`src/rtl/voq_pkg.sv`:
```
package voq_pkg;
    localparam int DEF_N_OUT  = 4;
    localparam int DEF_DEPTH  = 16;
    localparam int DEF_CELL_W = 16;

    typedef enum logic [1:0] {
        FL_IDLE  = 2'b00,
        FL_TAKE  = 2'b01,
        FL_GIVE  = 2'b10,
        FL_SWAP  = 2'b11
    } fl_op_e;

    function automatic fl_op_e fl_op(input logic take, input logic give);
        return fl_op_e'({give, take});
    endfunction
endpackage

```
`src/rtl/voq_cell_store.sv`:
```
module voq_cell_store #(
    parameter int DEPTH  = voq_pkg::DEF_DEPTH,
    parameter int CELL_W = voq_pkg::DEF_CELL_W,
    localparam int AW    = $clog2(DEPTH)
) (
    input  logic              clk,
    input  logic              rst,
    input  logic              wr_en,
    input  logic [AW-1:0]     wr_addr,
    input  logic [CELL_W-1:0] wr_data,
    input  logic [AW-1:0]     rd_addr,
    output logic [CELL_W-1:0] rd_data,
    input  logic              lk_a_en,
    input  logic [AW-1:0]     lk_a_addr,
    input  logic [AW-1:0]     lk_a_val,
    input  logic              lk_b_en,
    input  logic [AW-1:0]     lk_b_addr,
    input  logic [AW-1:0]     lk_b_val,
    input  logic [AW-1:0]     nx_a_addr,
    output logic [AW-1:0]     nx_a,
    input  logic [AW-1:0]     nx_b_addr,
    output logic [AW-1:0]     nx_b
);
    logic [CELL_W-1:0] cell_mem [DEPTH];
    logic [AW-1:0]     link_mem [DEPTH];

    always_ff @(posedge clk) begin
        if (wr_en) cell_mem[wr_addr] <= wr_data;
    end

    always_ff @(posedge clk) begin
        if (rst) begin
            for (int i = 0; i < DEPTH; i++) link_mem[i] <= AW'((i + 1) % DEPTH);
        end else begin
            if (lk_a_en) link_mem[lk_a_addr] <= lk_a_val;
            if (lk_b_en) link_mem[lk_b_addr] <= lk_b_val;
        end
    end

    assign rd_data = cell_mem[rd_addr];
    assign nx_a    = link_mem[nx_a_addr];
    assign nx_b    = link_mem[nx_b_addr];
endmodule

```
`src/rtl/voq_qptr.sv`:
```
module voq_qptr #(
    parameter int N_OUT = voq_pkg::DEF_N_OUT,
    parameter int DEPTH = voq_pkg::DEF_DEPTH,
    localparam int AW   = $clog2(DEPTH),
    localparam int DW   = $clog2(N_OUT),
    localparam int CW   = $clog2(DEPTH + 1)
) (
    input  logic                      clk,
    input  logic                      rst,
    input  logic                      enq_fire,
    input  logic [DW-1:0]             enq_q,
    input  logic [AW-1:0]             enq_slot,
    input  logic                      deq_fire,
    input  logic [DW-1:0]             deq_q,
    input  logic [AW-1:0]             deq_next,
    output logic [N_OUT-1:0][AW-1:0]  q_head,
    output logic [N_OUT-1:0][AW-1:0]  q_tail,
    output logic [N_OUT-1:0]          q_busy
);
    for (genvar g = 0; g < N_OUT; g++) begin : g_q
        logic [CW-1:0] cnt;
        logic          e_hit, d_hit;

        assign e_hit     = enq_fire && (enq_q == DW'(g));
        assign d_hit     = deq_fire && (deq_q == DW'(g));
        assign q_busy[g] = (cnt != '0);

        always_ff @(posedge clk) begin
            if (rst) begin
                cnt       <= '0;
                q_head[g] <= '0;
                q_tail[g] <= '0;
            end else begin
                cnt <= cnt + CW'(e_hit) - CW'(d_hit);
                if (e_hit) q_tail[g] <= enq_slot;
                if (d_hit) begin
                    q_head[g] <= (e_hit && cnt == CW'(1)) ? enq_slot : deq_next;
                end else if (e_hit && cnt == '0) begin
                    q_head[g] <= enq_slot;
                end
            end
        end
    end
endmodule

```
`src/rtl/voq_inbuf.sv`:
```
module voq_inbuf #(
    parameter int N_OUT  = voq_pkg::DEF_N_OUT,
    parameter int DEPTH  = voq_pkg::DEF_DEPTH,
    parameter int CELL_W = voq_pkg::DEF_CELL_W,
    localparam int AW    = $clog2(DEPTH),
    localparam int DW    = $clog2(N_OUT),
    localparam int CW    = $clog2(DEPTH + 1)
) (
    input  logic              clk,
    input  logic              rst,
    input  logic              in_valid,
    input  logic [DW-1:0]     in_dest,
    input  logic [CELL_W-1:0] in_cell,
    input  logic [CW-1:0]     bp_thresh,
    input  logic              grant_valid,
    input  logic [DW-1:0]     grant_dest,
    output logic              out_valid,
    output logic [DW-1:0]     out_dest,
    output logic [CELL_W-1:0] out_cell,
    output logic [N_OUT-1:0]  req_vec,
    output logic [CW-1:0]     free_count,
    output logic              backpressure,
    output logic              drop_pulse,
    output logic              grant_err
);
    import voq_pkg::*;

    logic [AW-1:0] fl_head, fl_tail;
    logic [CW-1:0] fl_cnt;
    logic          enq_fire, deq_fire;
    logic [AW-1:0] deq_slot, nxt_free, nxt_deq;
    logic [CELL_W-1:0] rd_data;
    logic [N_OUT-1:0][AW-1:0] q_head, q_tail;
    logic [N_OUT-1:0] q_busy;
    logic          lk_a_en, lk_b_en;
    fl_op_e        op;

    assign enq_fire = in_valid && (fl_cnt != '0);
    assign deq_fire = grant_valid && q_busy[grant_dest];
    assign deq_slot = q_head[grant_dest];
    assign op       = fl_op(enq_fire, deq_fire);

    assign lk_a_en = enq_fire && q_busy[in_dest];
    assign lk_b_en = (op == FL_GIVE && fl_cnt != '0) || (op == FL_SWAP && fl_cnt != CW'(1));

    voq_cell_store #(.DEPTH(DEPTH), .CELL_W(CELL_W)) u_store (
        .clk       (clk),
        .rst       (rst),
        .wr_en     (enq_fire),
        .wr_addr   (fl_head),
        .wr_data   (in_cell),
        .rd_addr   (deq_slot),
        .rd_data   (rd_data),
        .lk_a_en   (lk_a_en),
        .lk_a_addr (q_tail[in_dest]),
        .lk_a_val  (fl_head),
        .lk_b_en   (lk_b_en),
        .lk_b_addr (fl_tail),
        .lk_b_val  (deq_slot),
        .nx_a_addr (fl_head),
        .nx_a      (nxt_free),
        .nx_b_addr (deq_slot),
        .nx_b      (nxt_deq)
    );

    voq_qptr #(.N_OUT(N_OUT), .DEPTH(DEPTH)) u_qptr (
        .clk      (clk),
        .rst      (rst),
        .enq_fire (enq_fire),
        .enq_q    (in_dest),
        .enq_slot (fl_head),
        .deq_fire (deq_fire),
        .deq_q    (grant_dest),
        .deq_next (nxt_deq),
        .q_head   (q_head),
        .q_tail   (q_tail),
        .q_busy   (q_busy)
    );

    always_ff @(posedge clk) begin
        if (rst) begin
            fl_head <= '0;
            fl_tail <= AW'(DEPTH - 1);
            fl_cnt  <= CW'(DEPTH);
        end else begin
            case (op)
                FL_TAKE: begin
                    fl_head <= nxt_free;
                    fl_cnt  <= fl_cnt - CW'(1);
                end
                FL_GIVE: begin
                    if (fl_cnt == '0) fl_head <= deq_slot;
                    fl_tail <= deq_slot;
                    fl_cnt  <= fl_cnt + CW'(1);
                end
                FL_SWAP: begin
                    fl_head <= (fl_cnt == CW'(1)) ? deq_slot : nxt_free;
                    fl_tail <= deq_slot;
                end
                default: ;
            endcase
        end
    end

    always_ff @(posedge clk) begin
        if (rst) begin
            out_valid  <= 1'b0;
            out_dest   <= '0;
            out_cell   <= '0;
            drop_pulse <= 1'b0;
            grant_err  <= 1'b0;
        end else begin
            out_valid  <= deq_fire;
            if (deq_fire) begin
                out_dest <= grant_dest;
                out_cell <= rd_data;
            end
            drop_pulse <= in_valid && (fl_cnt == '0);
            grant_err  <= grant_valid && !q_busy[grant_dest];
        end
    end

    assign req_vec      = q_busy;
    assign free_count   = fl_cnt;
    assign backpressure = (fl_cnt <= bp_thresh);
endmodule

```
`config.mk`:
```
export PLATFORM = sky130hd
export DESIGN_NAME = voq_inbuf
export DESIGN_NICKNAME = d
export VERILOG_FILES = /design/src/rtl/voq_pkg.sv /design/src/rtl/voq_cell_store.sv /design/src/rtl/voq_qptr.sv /design/src/rtl/voq_inbuf.sv
export SDC_FILE = /design/constraint.sdc
export NUM_CORES = 1
export LEC_CHECK = 0
export BUFFER_PORTS_ARGS = -buffer_cell sky130_fd_sc_hd__buf_4
export CORE_MARGIN = 3
export CORE_UTILIZATION = 65
export CTS_BUF_LIST = sky130_fd_sc_hd__clkbuf_8
export CTS_CLUSTER_SIZE = 10
export DETAILED_ROUTE_END_ITERATION = 8
export GPL_TIMING_DRIVEN = 0
export PLACE_DENSITY = 0.86
export SLEW_MARGIN = 15
export SYNTH_ARGS = -nofsm -noshare
export SYNTH_HDL_FRONTEND = slang
export SYNTH_SLANG_ARGS = --single-unit
```
`constraint.sdc`:
```
create_clock -name clk -period 5.07 [get_ports clk]
set_input_delay 0.7605 -clock clk [delete_from_list [all_inputs] [get_ports clk]]
set_output_delay 0.7605 -clock clk [all_outputs]
set_load 0.02 [all_outputs]
```
==> flow_metrics.env, run 1 <==
export IMPL_final_hpwl_from_detailed_placement_um=37600
export IMPL_worst_path_largest_cell_delay_ps=640
export IMPL_crit_path_cell_trace="inv_1 > ha_1 > nor4b_2 > a22o_1 > nor2_1 > nand2_1 > inv_2 > buf_2 > ha_1 > clkbuf_1 > a22oi_4 > or4_1 > nor3b_1 > and3b_1 > a22o_1"
export IMPL_place_port_buffers=55
export IMPL_finish_cell_count_without_fillers=2121
export IMPL_critical_path_arrival_ps=5220
export IMPL_final_fill_count=1750
export IMPL_fp_row_count=61
export IMPL_route_vias_total=14500
export IMPL_p_per_area_mw_per_mm2=466
export IMPL_nNetsFinal=1762
export IMPL_utilization_after_layout_pct=75.3
export IMPL_final_hold_viol_count=0
export IMPL_final_setup_skew_ps=30.3
export IMPL_drt_wirelength_per_cell_um=25.5
export IMPL_critical_path_slowest_cell="nor3b_1"
export IMPL_critical_path_class="reg -> reg"
export IMPL_path_clk_slew_ps=60
export IMPL_required_ps=5440
export IMPL_syn_nets=1625
export IMPL_grt_max_degree=21
export IMPL_synth_yosys_warnings=0
export IMPL_worstHoldPathType="in -> reg"
export IMPL_cts_buffer_count=67
export IMPL_critical_path_max_fanout=20
export IMPL_critPathLaunchType="flip-flop"
export IMPL_synth_enable_flop_cells=320
export IMPL_final_min_clock_period_ps=4850
export IMPL_ys_async_sr_fraction_pct=0
export IMPL_gr_usage_all_layers_pct=35.1
export IMPL_cts_hold_buffers_added=0
export IMPL_post_route_cells_drive_above_1_share_pct=14.7
export IMPL_buffers_and_inverters_on_the_worst_path=4
export IMPL_die_h_um=176
export IMPL_top_level_i_o_count=60
export IMPL_drt_pass1_iter_count=6
export IMPL_area_growth_pct=12.6
export IMPL_antenna_left=0
export IMPL_grt_antenna_before_repair=1
export IMPL_finalWirelength_um=54100
export IMPL_initial_core_util_pct=66.9
export IMPL_insertion_delay_ps=620
export IMPL_ctsRootBufferMaster="clkbuf_8"
export IMPL_vdd_ir_drop_worst_mv=0.366
export IMPL_vias_in_the_first_global_route=14200
export IMPL_netlist_area_before_placement_mm2=0.0188
export IMPL_tightest_slew_ps=1040
export IMPL_max_slew_margin_rel_pct=30.4
export IMPL_synth_cells=1557
export IMPL_kind_of_cell_adding_the_most_delay_to_the_critical_path="simple AND/OR/NAND/NOR gates"
export IMPL_antenna_cells=0
export IMPL_stdcell_area_mm2=0.0212
export IMPL_detail_route_iter0_violations=1977
export IMPL_setup_worst_path_end_class="flip-flop"
export IMPL_gp_congestion=0.997
export IMPL_static_leakage_power_nw=7.51
export IMPL_prevailing_post_synth_register_cell="edfxtp_1"
export IMPL_setup_viol=0
export IMPL_post_synthesis_register_bit_count=410
export IMPL_rsz0062_at_grt="false"
export IMPL_first_pass_grt_wire_length_um=82300
export IMPL_placeableCoreArea_mm2=0.0282
export IMPL_die_w_um=176
export IMPL_synth_lib_cells_used_distinct=71
export IMPL_timing_final_max_slew_violations=0
export IMPL_post_place_cells=2004
export IMPL_outcome="complete, no violations"
export IMPL_synth_yosys_seq_area_share_pct=60.6
export IMPL_post_synth_cell_area_avg_um2=12.1
export IMPL_cts_tree="built"
export IMPL_setup_tns_final_ps=0
export IMPL_max_freq_mhz=206
export IMPL_h_tree_depth=3
export IMPL_global_route_overflow_total=0
export IMPL_clkSinkCount=410
export IMPL_count_of_unresolved_drc_violations_after_routing=0
export IMPL_viasPerCell=6.81
export IMPL_maxCapViolations=0
export IMPL_dpl_instance_area_mm2=0.0199
export IMPL_fp_dieArea_mm2=0.0311
export IMPL_final_cycle_share_pct=95.7
export IMPL_max_clock_path_buffers=3
-- report_power, final --
group / switching (mW) / internal (mW) / total (mW)
Combinational: 1.88 / 1.06 / 2.94
Clock: 1.35 / 1.42 / 2.77
Sequential: 0.222 / 3.95 / 4.17
-- area by class of cell --
class / instances / area, um2 / share of cell area [%]
Clock inverter: 43 / 233 / 1.10
Clock buffer: 75 / 1030 / 4.87
Buffer: 107 / 477 / 2.25
Multi-Input combinational cell: 985 / 6800 / 32.1
Tap cell: 378 / 473 / 2.23
Inverter: 54 / 203 / 0.956
Timing Repair Buffer: 69 / 582 / 2.74
Sequential cell: 410 / 11400 / 53.8
-- cells in the mapped netlist (5+ instances only) --
library cell  number  share of area (%)
or3_1              7               0.23
xor2_1             8               0.37
and2_1            12               0.40
ha_1              35                2.3
o211ai_1           5               0.20
nor2_1            66                1.3
o22ai_1           33                1.1
a31oi_1           50                1.7
buf_1             16               0.32
a211oi_1          49                2.0
nand2_1          219                4.4
a22o_1            18               0.84
a221o_1            6               0.32
edfxtp_1         320                 51
mux2i_1           65                3.5
and3_1             5               0.17
o22a_1            16               0.74
nor2b_1           47                1.6
buf_2             18               0.48
inv_1             51                1.0
a211o_1            8               0.37
a22oi_1           14               0.56
nor3b_1            5               0.20
mux2_2            12               0.72
a21o_1             7               0.28
nand2b_1           6               0.20
nand3_1           61                1.6
and3b_1            6               0.28
xnor2_1            8               0.37
mux4_2            25                3.0
buf_6              7               0.42
nor3_1            29               0.77
a2bb2oi_1          7               0.33
o221ai_1          18               0.84
a21oi_1           64                1.7
clkbuf_1          67                1.3
dfxtp_1           90                9.6
and2_0             7               0.23
o21ai_0           13               0.35
-- timing repair --
action,4_1_cts,5_1_grt
setup endpoints to repair,20,0
buffers inserted,0,0
gates resized for setup,1,0
-- routing by layer --
metal	routed length [um]	vias to the layer above	global-route usage (%)
li1	-	6152	-
met1	18700	6906	43.9
met2	25700	1128	57.2
met3	6570	262	8.22
met4	3140	2	18.3
met5	13	-	0
-- per-stage QoR --
| step | hold slack [ps] | setup WS, ps | total power [mW] |
|---|---|---|---|
| 3_5_place_dp | 451 | -318 | 7.07 |
| 4_1_cts | 448 | 359 | 9.79 |
| 2_1_floorplan | 433 | 753 | 6.06 |
| 5_1_grt | 464 | 70.5 | 10.2 |
| 3_3_place_gp | 442 | -235 | 6.92 |
| 6_report | 459 | 217 | 9.88 |
-- sequential cells by signal (all words and copies together) (netlist names), 2 cells and up, named ones only --
register          count
u_store.link_mem     64
u_qptr.q_tail        16
u_store.cell_mem    256
free_count            5
fl_tail               4
fl_head               4
out_dest              2
u_qptr.q_head        16
out_cell             16
u_qptr.g_q.cnt       20
-- placed cells by master, fill, tap and decap left out, types with 8 or more instances in the layout --
cell type,n
o22a_1,16
buf_1,15
and2_1,12
mux2_2,12
a31oi_1,50
edfxtp_1,320
a22o_1,18
buf_2,18
xnor2_1,8
ha_1,35
a21oi_1,64
nor2_2,12
nor2b_1,47
nand2_1,219
mux4_2,25
buf_4,57
o21ai_0,13
a211oi_1,49
buf_6,14
clkbuf_8,75
o22ai_1,33
inv_1,80
dfxtp_1,90
nor2_1,54
mux2i_1,65
clkbuf_1,67
xor2_1,8
nor3_1,25
o221ai_1,18
nand3_1,61
a22oi_1,14
a211o_1,8
-- kinds of logic (layout without fill, tap and decap cells) --
family                     after synthesis  count (layout)  synth area share, %
muxes                                  102             102                 7.16
buffers and inverters                  162             348                 3.63
adders and majority gates               39              39                 2.75
and+or+nand+nor                        500             500                 12.8
AOI/OAI and AO/OA                      328             328                 12.3
DFF                                    410             410                 60.6
xor gates and xnor gates                16              16                0.744
-- worst paths after layout --
path                                           end  cells after the start  slack, ps                            start
setup / recovery  u_store.link_mem[2][3]$_DFFE_PP_                     15        220  u_qptr.g_q[1].cnt[2]$_SDFF_PP0_
hold / removal                grant_err$_SDFF_PP0_                      3        460                      grant_valid
setup reg to reg  u_store.link_mem[2][3]$_DFFE_PP_                     15        220  u_qptr.g_q[1].cnt[2]$_SDFF_PP0_
hold reg to reg     u_qptr.q_tail[13]$_SDFFE_PP0N_                      2        470   u_qptr.q_tail[13]$_SDFFE_PP0N_
-- worst register-to-register path, stage by stage (launching register included) --
cell and delay [ps]:
dfxtp_1 330, inv_1 60, ha_1 240, nor4b_2 220, a22o_1 240, nor2_1 160, nand2_1 190, inv_2 170
buf_2 510, ha_1 250, clkbuf_1 370, a22oi_4 200, or4_1 510, nor3b_1 640, and3b_1 300, a22o_1 230
Power figures use the tool's default switching activity.
==> run 2, diff against run 1 <==
--- a/config.mk
+++ b/config.mk
@@ -5,14 +5,15 @@
 export SDC_FILE = /design/constraint.sdc
 export NUM_CORES = 1
 export LEC_CHECK = 0
-export BUFFER_PORTS_ARGS = -buffer_cell sky130_fd_sc_hd__buf_4
 export CORE_MARGIN = 3
-export CORE_UTILIZATION = 65
+export CORE_UTILIZATION = 66
 export CTS_BUF_LIST = sky130_fd_sc_hd__clkbuf_8
 export CTS_CLUSTER_SIZE = 10
 export DETAILED_ROUTE_END_ITERATION = 8
+export DONT_BUFFER_PORTS = 1
 export GPL_TIMING_DRIVEN = 0
-export PLACE_DENSITY = 0.86
+export PLACE_DENSITY = 0.85
+export REMOVE_ABC_BUFFERS = 1
 export SLEW_MARGIN = 15
 export SYNTH_ARGS = -nofsm -noshare
 export SYNTH_HDL_FRONTEND = slang
==> run 2 against run 1 <==
- total power shrank 4.6%
- cell count shrank 7.3%
- non-clock buffer count shrank 149
- largest cell class unchanged
==> flow_metrics.env, run 2 (synthesis results as in run 1) <==
export IMPL_drt_pass1_iter_count=8
export IMPL_maxCapViolations=0
export IMPL_dpl_instance_area_mm2=0.0194
export IMPL_viasPerCell=6.79
export IMPL_die_h_um=175
export IMPL_final_setup_skew_ps=54.7
export IMPL_area_growth_pct=9.71
export IMPL_global_route_usage_met3_pct=5.71
export IMPL_post_cts_resized_instances=0
export IMPL_setup_viol=0
export IMPL_max_freq_mhz=206
export IMPL_placeableCoreArea_mm2=0.0279
export IMPL_worst_r2r_setup_slack_ps=230
export IMPL_gr_usage_all_layers_pct=29.9
export IMPL_max_clock_path_buffers=3
export IMPL_global_route_overflow_total=0
export IMPL_grt_util_met2_pct=50.1
export IMPL_worstReg2RegStart="u_qptr.g_q[2].cnt[3]$_SDFF_PP0_"
export IMPL_gp_congestion=0.898
export IMPL_place_port_buffers=0
export IMPL_cts_repair_timing_setup_buffer_count=0
export IMPL_post_route_cells_drive_above_1_share_pct=12.4
export IMPL_hold_path_start="rst"
export IMPL_antenna_cells=0
export IMPL_layout_cells_most_common_list="320 x edfxtp_1, 219 x nand2_1, 88 x dfxtp_1"
export IMPL_count_of_unresolved_drc_violations_after_routing=0
export IMPL_required_ps=5460
export IMPL_final_min_clock_period_ps=4840
export IMPL_max_slew_margin_rel_pct=12.1
export IMPL_fp_row_count=61
export IMPL_detail_route_iter0_violations=2017
export IMPL_critical_path_origin="u_qptr.g_q[2].cnt[3]$_SDFF_PP0_"
export IMPL_critical_path_class="reg -> reg"
export IMPL_initial_core_util_pct=67.4
export IMPL_first_pass_grt_wire_length_um=71800
export IMPL_tightest_slew_ps=1320
export IMPL_largest_register_ffs=256
export IMPL_final_hold_viol_count=0
export IMPL_vias_in_the_first_global_route=13300
export IMPL_crit_path_cell_trace="inv_1 > ha_1 > nor4b_2 > inv_1 > o22ai_1 > nor2_1 > nand2_1 > inv_4 > ha_1 > a22oi_4 > or4_1 > nor3b_1 > and3b_1 > a22o_1"
export IMPL_path_clk_slew_ps=60
export IMPL_final_cycle_share_pct=95.5
export IMPL_drt_wirelength_per_cell_um=23.6
export IMPL_route_vias_total=13300
export IMPL_post_place_cells=1854
export IMPL_cts_tree="built"
export IMPL_outcome="complete, no violations"
export IMPL_nNetsFinal=1607
export IMPL_hold_slack_ps=189
export IMPL_critical_path_arrival_ps=5230
export IMPL_critical_path_slowest_cell="nor3b_1"
export IMPL_grt_antenna_before_repair=0
export IMPL_stdcell_area_mm2=0.0207
export IMPL_register_with_the_most_flip_flops="u_store.cell_mem"
export IMPL_setup_worst_path_end_class="flip-flop"
export IMPL_top_usage_layer="met2"
export IMPL_timing_final_max_slew_violations=0
export IMPL_critPathLaunchType="flip-flop"
export IMPL_setup_tns_final_ps=0
export IMPL_top_level_i_o_count=60
export IMPL_cts_hold_buffers_added=0
export IMPL_met1_usage_pct=38.0
export IMPL_largest_registers="u_store.cell_mem (256), u_store.link_mem (64), u_qptr.g_q.cnt (20)"
export IMPL_ctsRootBufferMaster="clkbuf_8"
export IMPL_mostFrequentLayoutCell="edfxtp_1"
export IMPL_insertion_delay_ps=650
export IMPL_finish_cell_count_without_fillers=1967
export IMPL_finalWirelength_um=46400
export IMPL_clkSinkCount=410
export IMPL_antenna_left=0
export IMPL_static_leakage_power_nw=7.18
export IMPL_die_w_um=175
export IMPL_critical_path_max_fanout=25
export IMPL_rsz0062_at_grt="false"
export IMPL_p_per_area_mw_per_mm2=456
export IMPL_vdd_ir_drop_worst_mv=0.336
export IMPL_fp_dieArea_mm2=0.0306
export IMPL_h_tree_depth=2
export IMPL_cts_buffer_count=61
export IMPL_grt_max_degree=123
export IMPL_worstHoldPathType="in -> reg"
export IMPL_worst_path_largest_cell_delay_ps=670
export IMPL_final_hpwl_from_detailed_placement_um=28600
## run 2: cell types whose count changed in the layout (fill, tap and decap cells not counted), moves of 7 or more
cell / before / now
clkinv_2: 3 / 10
buf_16: 0 / 8
buf_4: 57 / 3
buf_2: 18 / 0
clkbuf_1: 67 / 0
buf_1: 15 / 0
buf_6: 14 / 5
inv_1: 80 / 73
## run 2: cell type report
class	count	area, um2
Sequential cell	410	11400
Fill cell	1701	7270
Multi-Input combinational cell	985	6870
Clock buffer	70	963
Tap cell	378	473
Timing Repair Buffer	27	469
Clock inverter	43	268
Inverter	54	205
## run 2: worst max-delay path: cells and delay by family (launching register included)
family,cells,cell delay (ps)
AND/OR/NAND/NOR,6,2220
buffers and inverters,3,770
adder cells (fa/ha/maj),2,650
AO/OA/AOI/OAI,3,580
flip-flops,1,350
## run 2: final timing paths
kind,end,cells past startpoint
worst min register to register,u_qptr.q_tail[13]$_SDFFE_PP0N_,2
worst max register to register,u_store.link_mem[1][3]$_DFFE_PP_,14
worst max-delay path,u_store.link_mem[1][3]$_DFFE_PP_,14
worst min-delay path,u_qptr.g_q[2].cnt[4]$_SDFF_PP0_,1
## run 2: per-stage QoR
step	util [%]	power, mW	setup slack (ps)
floorplan	-	5.98	772
global placement	67.4	6.57	-1050
detailed placement	69.5	6.75	193
CTS	73.9	9.39	139
global route	74.0	9.80	48.0
finish	74.0	9.42	226
## run 2: per-layer routing
| layer | share of wire [%] | up-vias |
|---|---|---|
| li1 | - | 5822 |
| met1 | 37 | 6494 |
| met2 | 49 | 858 |
| met3 | 10 | 174 |
| met4 | 4.4 | 0 |
| met5 | 0 | - |
## run 2: power breakdown
part | internal [mW] | total (mW) | switching [mW]
logic | 0.930 | 2.38 | 1.45
clock network | 1.38 | 2.67 | 1.30
registers | 3.95 | 4.37 | 0.419
